**src/rtl/rxofs_pkg.sv**
```systemverilog
// Shared types and codes for the receive offset range calibrator.
package rxofs_pkg;

    // Sequencer phases.
    typedef enum logic [2:0] {
        ST_IDLE,
        ST_PRE_REQ,
        ST_PRE_WAIT,
        ST_PASS_REQ,
        ST_PASS_WAIT,
        ST_SAMPLE,
        ST_EVAL
    } seq_state_t;

    // Gain-mode field codes; the sampling order is HIGH, LOW, LOOP.
    localparam int          GM_W    = 2;
    localparam logic [1:0]  GM_OFF  = 2'd0;
    localparam logic [1:0]  GM_HIGH = 2'd1;
    localparam logic [1:0]  GM_LOW  = 2'd2;
    localparam logic [1:0]  GM_LOOP = 2'd3;

endpackage

```
**src/rtl/rxofs_wait_timer.sv**
```systemverilog
// Wait-window timer.
// Counts the cycles spent waiting on the calibration engine and flags the
// last permitted cycle. Assumes TIMEOUT_CYC >= 2. Cleared on every request.
module rxofs_wait_timer #(
    parameter int TIMEOUT_CYC = 125000
) (
    input  logic clk,
    input  logic rst_n,
    input  logic clr,
    input  logic run,
    output logic expired
);
    localparam int CW = $clog2(TIMEOUT_CYC + 1);
    localparam logic [CW-1:0] LAST = CW'(TIMEOUT_CYC - 1);

    logic [CW-1:0] cnt_q;

    // Advance while waiting, hold at the last count, clear on request.
    always_ff @(posedge clk) begin
        if (!rst_n) begin
            cnt_q <= '0;
        end else if (clr) begin
            cnt_q <= '0;
        end else if (run && (cnt_q != LAST)) begin
            cnt_q <= cnt_q + 1'b1;
        end
    end

    assign expired = (cnt_q == LAST);

endmodule

```
**src/rtl/rxofs_window_chk.sv**
```systemverilog
// Residual window comparator for one chain.
// Flags a chain when either its I or its Q residual lies outside the
// inclusive window [WIN_LO, WIN_HI]. Purely combinational.
module rxofs_window_chk #(
    parameter int RES_W  = 5,
    parameter int WIN_LO = 7,
    parameter int WIN_HI = 24
) (
    input  logic [RES_W-1:0] res_i,
    input  logic [RES_W-1:0] res_q,
    output logic             out_of_win
);
    localparam logic [RES_W-1:0] LO_V = RES_W'(WIN_LO);
    localparam logic [RES_W-1:0] HI_V = RES_W'(WIN_HI);

    // Compare both residuals against both bounds.
    always_comb begin
        out_of_win = (res_i < LO_V) || (res_i > HI_V) ||
                     (res_q < LO_V) || (res_q > HI_V);
    end

endmodule

```
**src/rtl/rxofs_chain_ctl.sv**
```systemverilog
// Per-chain range search state.
// Holds the chain's range, a sticky pass-failure flag collected over the
// three gain-mode samples, and the finished flag. Assumes the controller
// clears the failure flag before sampling and evaluates once per pass.
module rxofs_chain_ctl #(
    parameter int RANGE_W = 2
) (
    input  logic               clk,
    input  logic               rst_n,
    input  logic               load,
    input  logic [RANGE_W-1:0] init,
    input  logic               clr_acc,
    input  logic               smp_en,
    input  logic               out_of_win,
    input  logic               eval_en,
    output logic [RANGE_W-1:0] range_q,
    output logic               done_nxt
);
    localparam logic [RANGE_W-1:0] RMAX = '1;

    logic fin_q;
    logic bad_q;
    logic at_top;

    assign at_top   = (range_q == RMAX);
    assign done_nxt = fin_q || (eval_en && (!bad_q || at_top));

    // Range register: preload on start, step up on a failed pass below top.
    always_ff @(posedge clk) begin
        if (!rst_n) begin
            range_q <= '0;
        end else if (load) begin
            range_q <= init;
        end else if (eval_en && !fin_q && bad_q && !at_top) begin
            range_q <= range_q + 1'b1;
        end
    end

    // Finished flag: cleared on start, set on pass or saturated failure.
    always_ff @(posedge clk) begin
        if (!rst_n) begin
            fin_q <= 1'b0;
        end else if (load) begin
            fin_q <= 1'b0;
        end else if (eval_en) begin
            fin_q <= done_nxt;
        end
    end

    // Sticky failure collector across the three gain-mode samples.
    always_ff @(posedge clk) begin
        if (!rst_n) begin
            bad_q <= 1'b0;
        end else if (clr_acc) begin
            bad_q <= 1'b0;
        end else if (smp_en && out_of_win) begin
            bad_q <= 1'b1;
        end
    end

endmodule

```
**src/rtl/rx_dco_range_cal.sv**
```systemverilog
// Receive DC offset range calibrator (top).
// Runs one calibration with offset correction off, then repeated passes:
// request a calibration, wait for the engine, sample residuals in three
// gain modes, and step each failing chain's range. Assumes the engine
// raises cal_busy on the cycle after cal_req and holds it until finished.
module rx_dco_range_cal #(
    parameter int NCH         = 3,
    parameter int RANGE_W     = 2,
    parameter int RES_W       = 5,
    parameter int WIN_LO      = 7,
    parameter int WIN_HI      = 24,
    parameter int CLK_KHZ     = 125000,
    parameter int TIMEOUT_CYC = CLK_KHZ
) (
    input  logic                     clk,
    input  logic                     rst_n,
    input  logic                     start,
    input  logic                     cal_busy,
    input  logic [NCH*RANGE_W-1:0]   range_init,
    input  logic [NCH*RES_W-1:0]     res_i,
    input  logic [NCH*RES_W-1:0]     res_q,
    output logic                     done,
    output logic                     fail,
    output logic                     cal_req,
    output logic                     ofs_cal_en,
    output logic [NCH*RANGE_W-1:0]   range_out,
    output logic [NCH*2-1:0]         gain_mode
);
    import rxofs_pkg::*;

    seq_state_t     st_q, st_d;
    logic [GM_W-1:0] gain_q;
    logic           done_q, fail_q;
    logic           in_req, in_wait, load_c, tmo, all_done;
    logic [NCH-1:0] oow, done_nxt;

    assign in_req   = (st_q == ST_PRE_REQ)  || (st_q == ST_PASS_REQ);
    assign in_wait  = (st_q == ST_PRE_WAIT) || (st_q == ST_PASS_WAIT);
    assign load_c   = (st_q == ST_IDLE) && start;
    assign all_done = &done_nxt;

    rxofs_wait_timer #(
        .TIMEOUT_CYC (TIMEOUT_CYC)
    ) u_timer (
        .clk     (clk),
        .rst_n   (rst_n),
        .clr     (in_req),
        .run     (in_wait),
        .expired (tmo)
    );

    for (genvar c = 0; c < NCH; c++) begin : g_chain
        rxofs_window_chk #(
            .RES_W  (RES_W),
            .WIN_LO (WIN_LO),
            .WIN_HI (WIN_HI)
        ) u_win (
            .res_i      (res_i[c*RES_W +: RES_W]),
            .res_q      (res_q[c*RES_W +: RES_W]),
            .out_of_win (oow[c])
        );

        rxofs_chain_ctl #(
            .RANGE_W (RANGE_W)
        ) u_ctl (
            .clk        (clk),
            .rst_n      (rst_n),
            .load       (load_c),
            .init       (range_init[c*RANGE_W +: RANGE_W]),
            .clr_acc    (st_q == ST_PASS_REQ),
            .smp_en     (st_q == ST_SAMPLE),
            .out_of_win (oow[c]),
            .eval_en    (st_q == ST_EVAL),
            .range_q    (range_out[c*RANGE_W +: RANGE_W]),
            .done_nxt   (done_nxt[c])
        );

        assign gain_mode[c*GM_W +: GM_W] = gain_q;
    end

    // Next-phase selection; engine completion outranks the timeout.
    always_comb begin
        st_d = st_q;
        case (st_q)
            ST_IDLE:      if (start) st_d = ST_PRE_REQ;
            ST_PRE_REQ:   st_d = ST_PRE_WAIT;
            ST_PRE_WAIT:  if (!cal_busy) st_d = ST_PASS_REQ;
                          else if (tmo) st_d = ST_IDLE;
            ST_PASS_REQ:  st_d = ST_PASS_WAIT;
            ST_PASS_WAIT: if (!cal_busy) st_d = ST_SAMPLE;
                          else if (tmo) st_d = ST_IDLE;
            ST_SAMPLE:    if (gain_q == GM_LOOP) st_d = ST_EVAL;
            ST_EVAL:      st_d = all_done ? ST_IDLE : ST_PASS_REQ;
            default:      st_d = ST_IDLE;
        endcase
    end

    // Phase register.
    always_ff @(posedge clk) begin
        if (!rst_n) st_q <= ST_IDLE;
        else        st_q <= st_d;
    end

    // Gain-mode sweep: high, low, loopback, then back to off.
    always_ff @(posedge clk) begin
        if (!rst_n) begin
            gain_q <= GM_OFF;
        end else if ((st_q == ST_PASS_WAIT) && !cal_busy) begin
            gain_q <= GM_HIGH;
        end else if (st_q == ST_SAMPLE) begin
            gain_q <= (gain_q == GM_LOOP) ? GM_OFF : gain_q + 1'b1;
        end
    end

    // Completion and abort pulses.
    always_ff @(posedge clk) begin
        if (!rst_n) begin
            done_q <= 1'b0;
            fail_q <= 1'b0;
        end else begin
            done_q <= (st_q == ST_EVAL) && all_done;
            fail_q <= in_wait && cal_busy && tmo;
        end
    end

    assign done       = done_q;
    assign fail       = fail_q;
    assign cal_req    = in_req;
    assign ofs_cal_en = (st_q == ST_PASS_REQ) || (st_q == ST_PASS_WAIT) ||
                        (st_q == ST_SAMPLE)   || (st_q == ST_EVAL);

endmodule

```
**config.mk**
```make
export PLATFORM = sky130hd
export DESIGN_NAME = rx_dco_range_cal
export DESIGN_NICKNAME = d
export VERILOG_FILES = /design/src/rtl/rxofs_pkg.sv /design/src/rtl/rxofs_wait_timer.sv /design/src/rtl/rxofs_window_chk.sv /design/src/rtl/rxofs_chain_ctl.sv /design/src/rtl/rx_dco_range_cal.sv
export SDC_FILE = /design/constraint.sdc
export NUM_CORES = 1
export LEC_CHECK = 0
export BUFFER_PORTS_ARGS = -buffer_cell sky130_fd_sc_hd__buf_2
export CAP_MARGIN = 0
export CORE_AREA = 5 5 98 100
export DETAILED_ROUTE_END_ITERATION = 8
export DIE_AREA = 0 0 103 105
export PLACE_DENSITY_LB_ADDON = 0.2
export SYNTH_ARGS = -nofsm -noshare
export SYNTH_HDL_FRONTEND = slang
export SYNTH_SLANG_ARGS = --single-unit
```
**constraint.sdc**
```tcl
create_clock -name clk -period 5.15 [get_ports clk]
set_input_delay 0.2575 -clock clk [delete_from_list [all_inputs] [get_ports clk]]
set_output_delay 0.2575 -clock clk [all_outputs]
set_load 0.02 [all_outputs]
```
==> impl_results.md <==
- RR Startpoint: st_q[2]
- Synthesized instance count: 240
- Most frequent cells in the layout: 55 x buf_2, 36 x dfxtp_1, 25 x a21oi_1
- Worst path cell trace: xnor2_1, or3_1, or4_1, a21oi_1
- Post-Syn Nets: 285
- WL per Instance: 12.36 um
- Final slew viol count: 0
- Worst r2r dst: u_timer.cnt_q[14]
- Crit path DAT: 2.57 ns
- Synth Flop Type: dfxtp_1
- Worst Skew: 0.006825 ns
- Largest net degree at the start of global routing: 19
- Seq cells post-synth: 36
- Area of the multi-input gates: 0.001162 sq mm
- Clock slew at reported path FFs: 0.08 ns
- PwrDens: 250.4 mW/mm^2
- Sink Count: 36
- Vias/cell: 4.751
- Ports: 56
- Nets@finish: 333
- Worst-skew pair later-pin latency: 0.29 ns
- Worst vdd ir: 107.1 uV
- Tot GR Track Use: 9.579%
- Slew HR: 50.27%
- Clk buf depth: 2
- GPL Wtd Cong: 0.7184
- Min cycle time layout: 2.356 ns
- Hold Path Class: primary input to flop
- CP startpoint kind: flop
- FFs w/ async S/R, synth: 0%
- Share of layout cells above drive strength 1: 24.57%
- Final Setup Violations: 0
- Setup CP Type: flop to flop
- Drc violations: 0
- Period utilization: 45.75%
- DR vias: 1886
- Post-CTS setup buffer count: 0
- CP Capture Type: flop
- Row Count: 34
- Detailed Place HPWL: 3738 um
- Mapped Avg Cell Area: 8.315 sq um
- Endpoint, Worst Hold: fail
- Drt first pass iters: 4
- Commonest non-fill, non-tap cell in the layout: buf_2
- Antenna Nets Post-Route: 0
- CTS tree: yes
- TritonCTS buffer count: 5
- Cts repair resizes: 0
- Least-Margin Pin Slew: 0.7406 ns
- Worst Path Max Fanout: 18
- Initial Utilization: 23.22%
- RSZ-0062 raised after global routing: false
- Die Y: 105 um
- CTS root buf: clkbuf_8
- IO Port Bufs: 55
- Sequential element share of the synthesized area: 36.11%
- Data required, critical path: 5.36 ns
- Fin Setup TNS: 0 ns
- Fmax: 0.4244 GHz
- FF/Latch Area: 720.7 sq um
- First-pass GRT wire length: 8542 um
- Chip Width: 103 um
- FILL cells: 957
- Die area: 0.01082 sq mm
- Outcome: finished clean
- Inserted Diodes: 0
- Grt ovf: 0
- Critical-path top delay cell: dfxtp_1
- Vias in the first global route: 1891
- Hold Startpoint: cal_busy
- Initial antenna violation count: 0
- DR iter-0 viols: 54
- Post-synth EDFFs: 0
- CORE AREA: 0.008593 sq mm
- Number of H-tree levels: 2
- Area growth from synthesis to layout: 20.63%
- Finished Core Util: 28.01%
- Internal reg-to-reg setup slack: 2.79 ns
- Final hold vios: 0
- Ys Warns: 0
- Netlist cell types: 39
- Static leakage: 0.9385 nW
- Hold buffer count at cts: 0
- Max Cap Viol: 0
- Critical Path Max Stage Delay: 0.69 ns
- Hold Path Stages: 3
- Mapped Area: 0.001996 sq mm
- R2R cell count: 4
- Detailed Route WL: 4906 um
## power by group
group	total [mW]	switching (mW)	internal [mW]
clock	0.205	0.111	0.0944
combinational	0.0960	0.0566	0.0394
sequential	0.302	0.0138	0.288
## synthesized netlist by cell type (all sizes together) (2+ instances only)
| cell | instances | share of area (%) |
|---|---|---|
| buf | 7 | 3.0 |
| nand4b | 3 | 1.3 |
| o21ai | 15 | 3.8 |
| nor2 | 16 | 3.0 |
| nand3 | 8 | 2.0 |
| a311o | 3 | 1.5 |
| nand2 | 23 | 4.3 |
| a311oi | 3 | 1.3 |
| o211ai | 3 | 1.1 |
| ha | 5 | 3.1 |
| nor2b | 2 | 0.63 |
| o311ai | 5 | 2.2 |
| nand2b | 5 | 1.6 |
| and4 | 3 | 1.3 |
| a21oi | 25 | 6.3 |
| xnor2 | 5 | 2.2 |
| nor4b | 2 | 0.88 |
| mux2i | 5 | 2.5 |
| or3b | 7 | 3.2 |
| dfxtp | 36 | 36 |
| nand4 | 5 | 1.6 |
| inv | 7 | 1.3 |
| a211o | 2 | 0.88 |
| or3 | 3 | 0.94 |
| or4 | 6 | 2.3 |
| o31ai | 6 | 2.3 |
| clkbuf | 7 | 1.3 |
| xor2 | 3 | 1.3 |
| o311a | 3 | 1.5 |
| nor3 | 10 | 2.5 |
## registers in the layout (all words and copies together) (netlist names)
signal	count
u_timer.cnt_q	17
g_chain.u_ctl.range_q	6
g_chain.u_ctl.bad_q	3
g_chain.u_ctl.fin_q	3
st_q	3
gain_q	2
done	1
fail	1
## metrics by stage
step / worst slack, ns / instances / total power [mW] / hold WS [ns] / area (sq um)
after global placement: 2.859 / 389 / 0.4055 / 0.4640 / 2320
final: 2.794 / 397 / 0.6028 / 0.2339 / 2407
after floorplan: 3.288 / 240 / 0.3715 / 0.3834 / 1996
after CTS: 2.816 / 397 / 0.6157 / 0.2279 / 2407
after detailed placement: 2.852 / 389 / 0.4059 / 0.4771 / 2320
after global routing: 2.541 / 397 / 0.6396 / 0.2375 / 2407
## per-layer routing
metal | GRT usage [%] | share of wire [%] | vias to the layer above
met5 | 0 | 0 | -
met3 | 2.865 | 4.5 | 4
met4 | 2.405 | 0.55 | 0
li1 | - | - | 989
met2 | 16.09 | 49 | 33
met1 | 11.85 | 46 | 860
## cell families (layout without fill, tap and decap cells)
| kind of cell | Yosys count | after routing | share of synthesized area (%) |
|---|---|---|---|
| AOI/OAI and AO/OA | 66 | 66 | 21.19 |
| xor gates and xnor gates | 8 | 8 | 3.511 |
| adders and majority gates | 6 | 6 | 3.636 |
| buffers and inverters | 21 | 70 | 5.643 |
| DFF | 36 | 36 | 36.11 |
| muxes | 5 | 5 | 2.508 |
| and+or+nand+nor | 98 | 98 | 27.40 |
## area by class of cell
type,count,area share (%)
sequential,36,29.94
timing repair buffer,55,11.43
clock inverter,3,0.7796
tap,108,5.613
multi-input combinational,183,48.28
clock buffer,5,2.859
inverter,7,1.091
## critical path: cells and delay by family (launching register included)
family | cells | cell delay, ns
DFF | 1 | 0.69
AOI/OAI and AO/OA | 1 | 0.15
and+or+nand+nor | 2 | 1.07
xor gates and xnor gates | 1 | 0.37
## worst max-delay path by stage
stage                     start           endpoint  slack [ns]  cells after the start
6_report                st_q[2]  u_timer.cnt_q[14]        2.79                      4
5_1_grt                 st_q[2]  u_timer.cnt_q[14]        2.54                      4
4_1_cts                 st_q[2]  u_timer.cnt_q[16]        2.82                      4
3_5_place_dp            st_q[2]  u_timer.cnt_q[16]        2.85                      4
3_3_place_gp            st_q[2]  u_timer.cnt_q[14]        2.86                      4
2_1_floorplan  u_timer.cnt_q[0]  u_timer.cnt_q[14]        3.29                      6
Power figures use the tool's default switching activity.
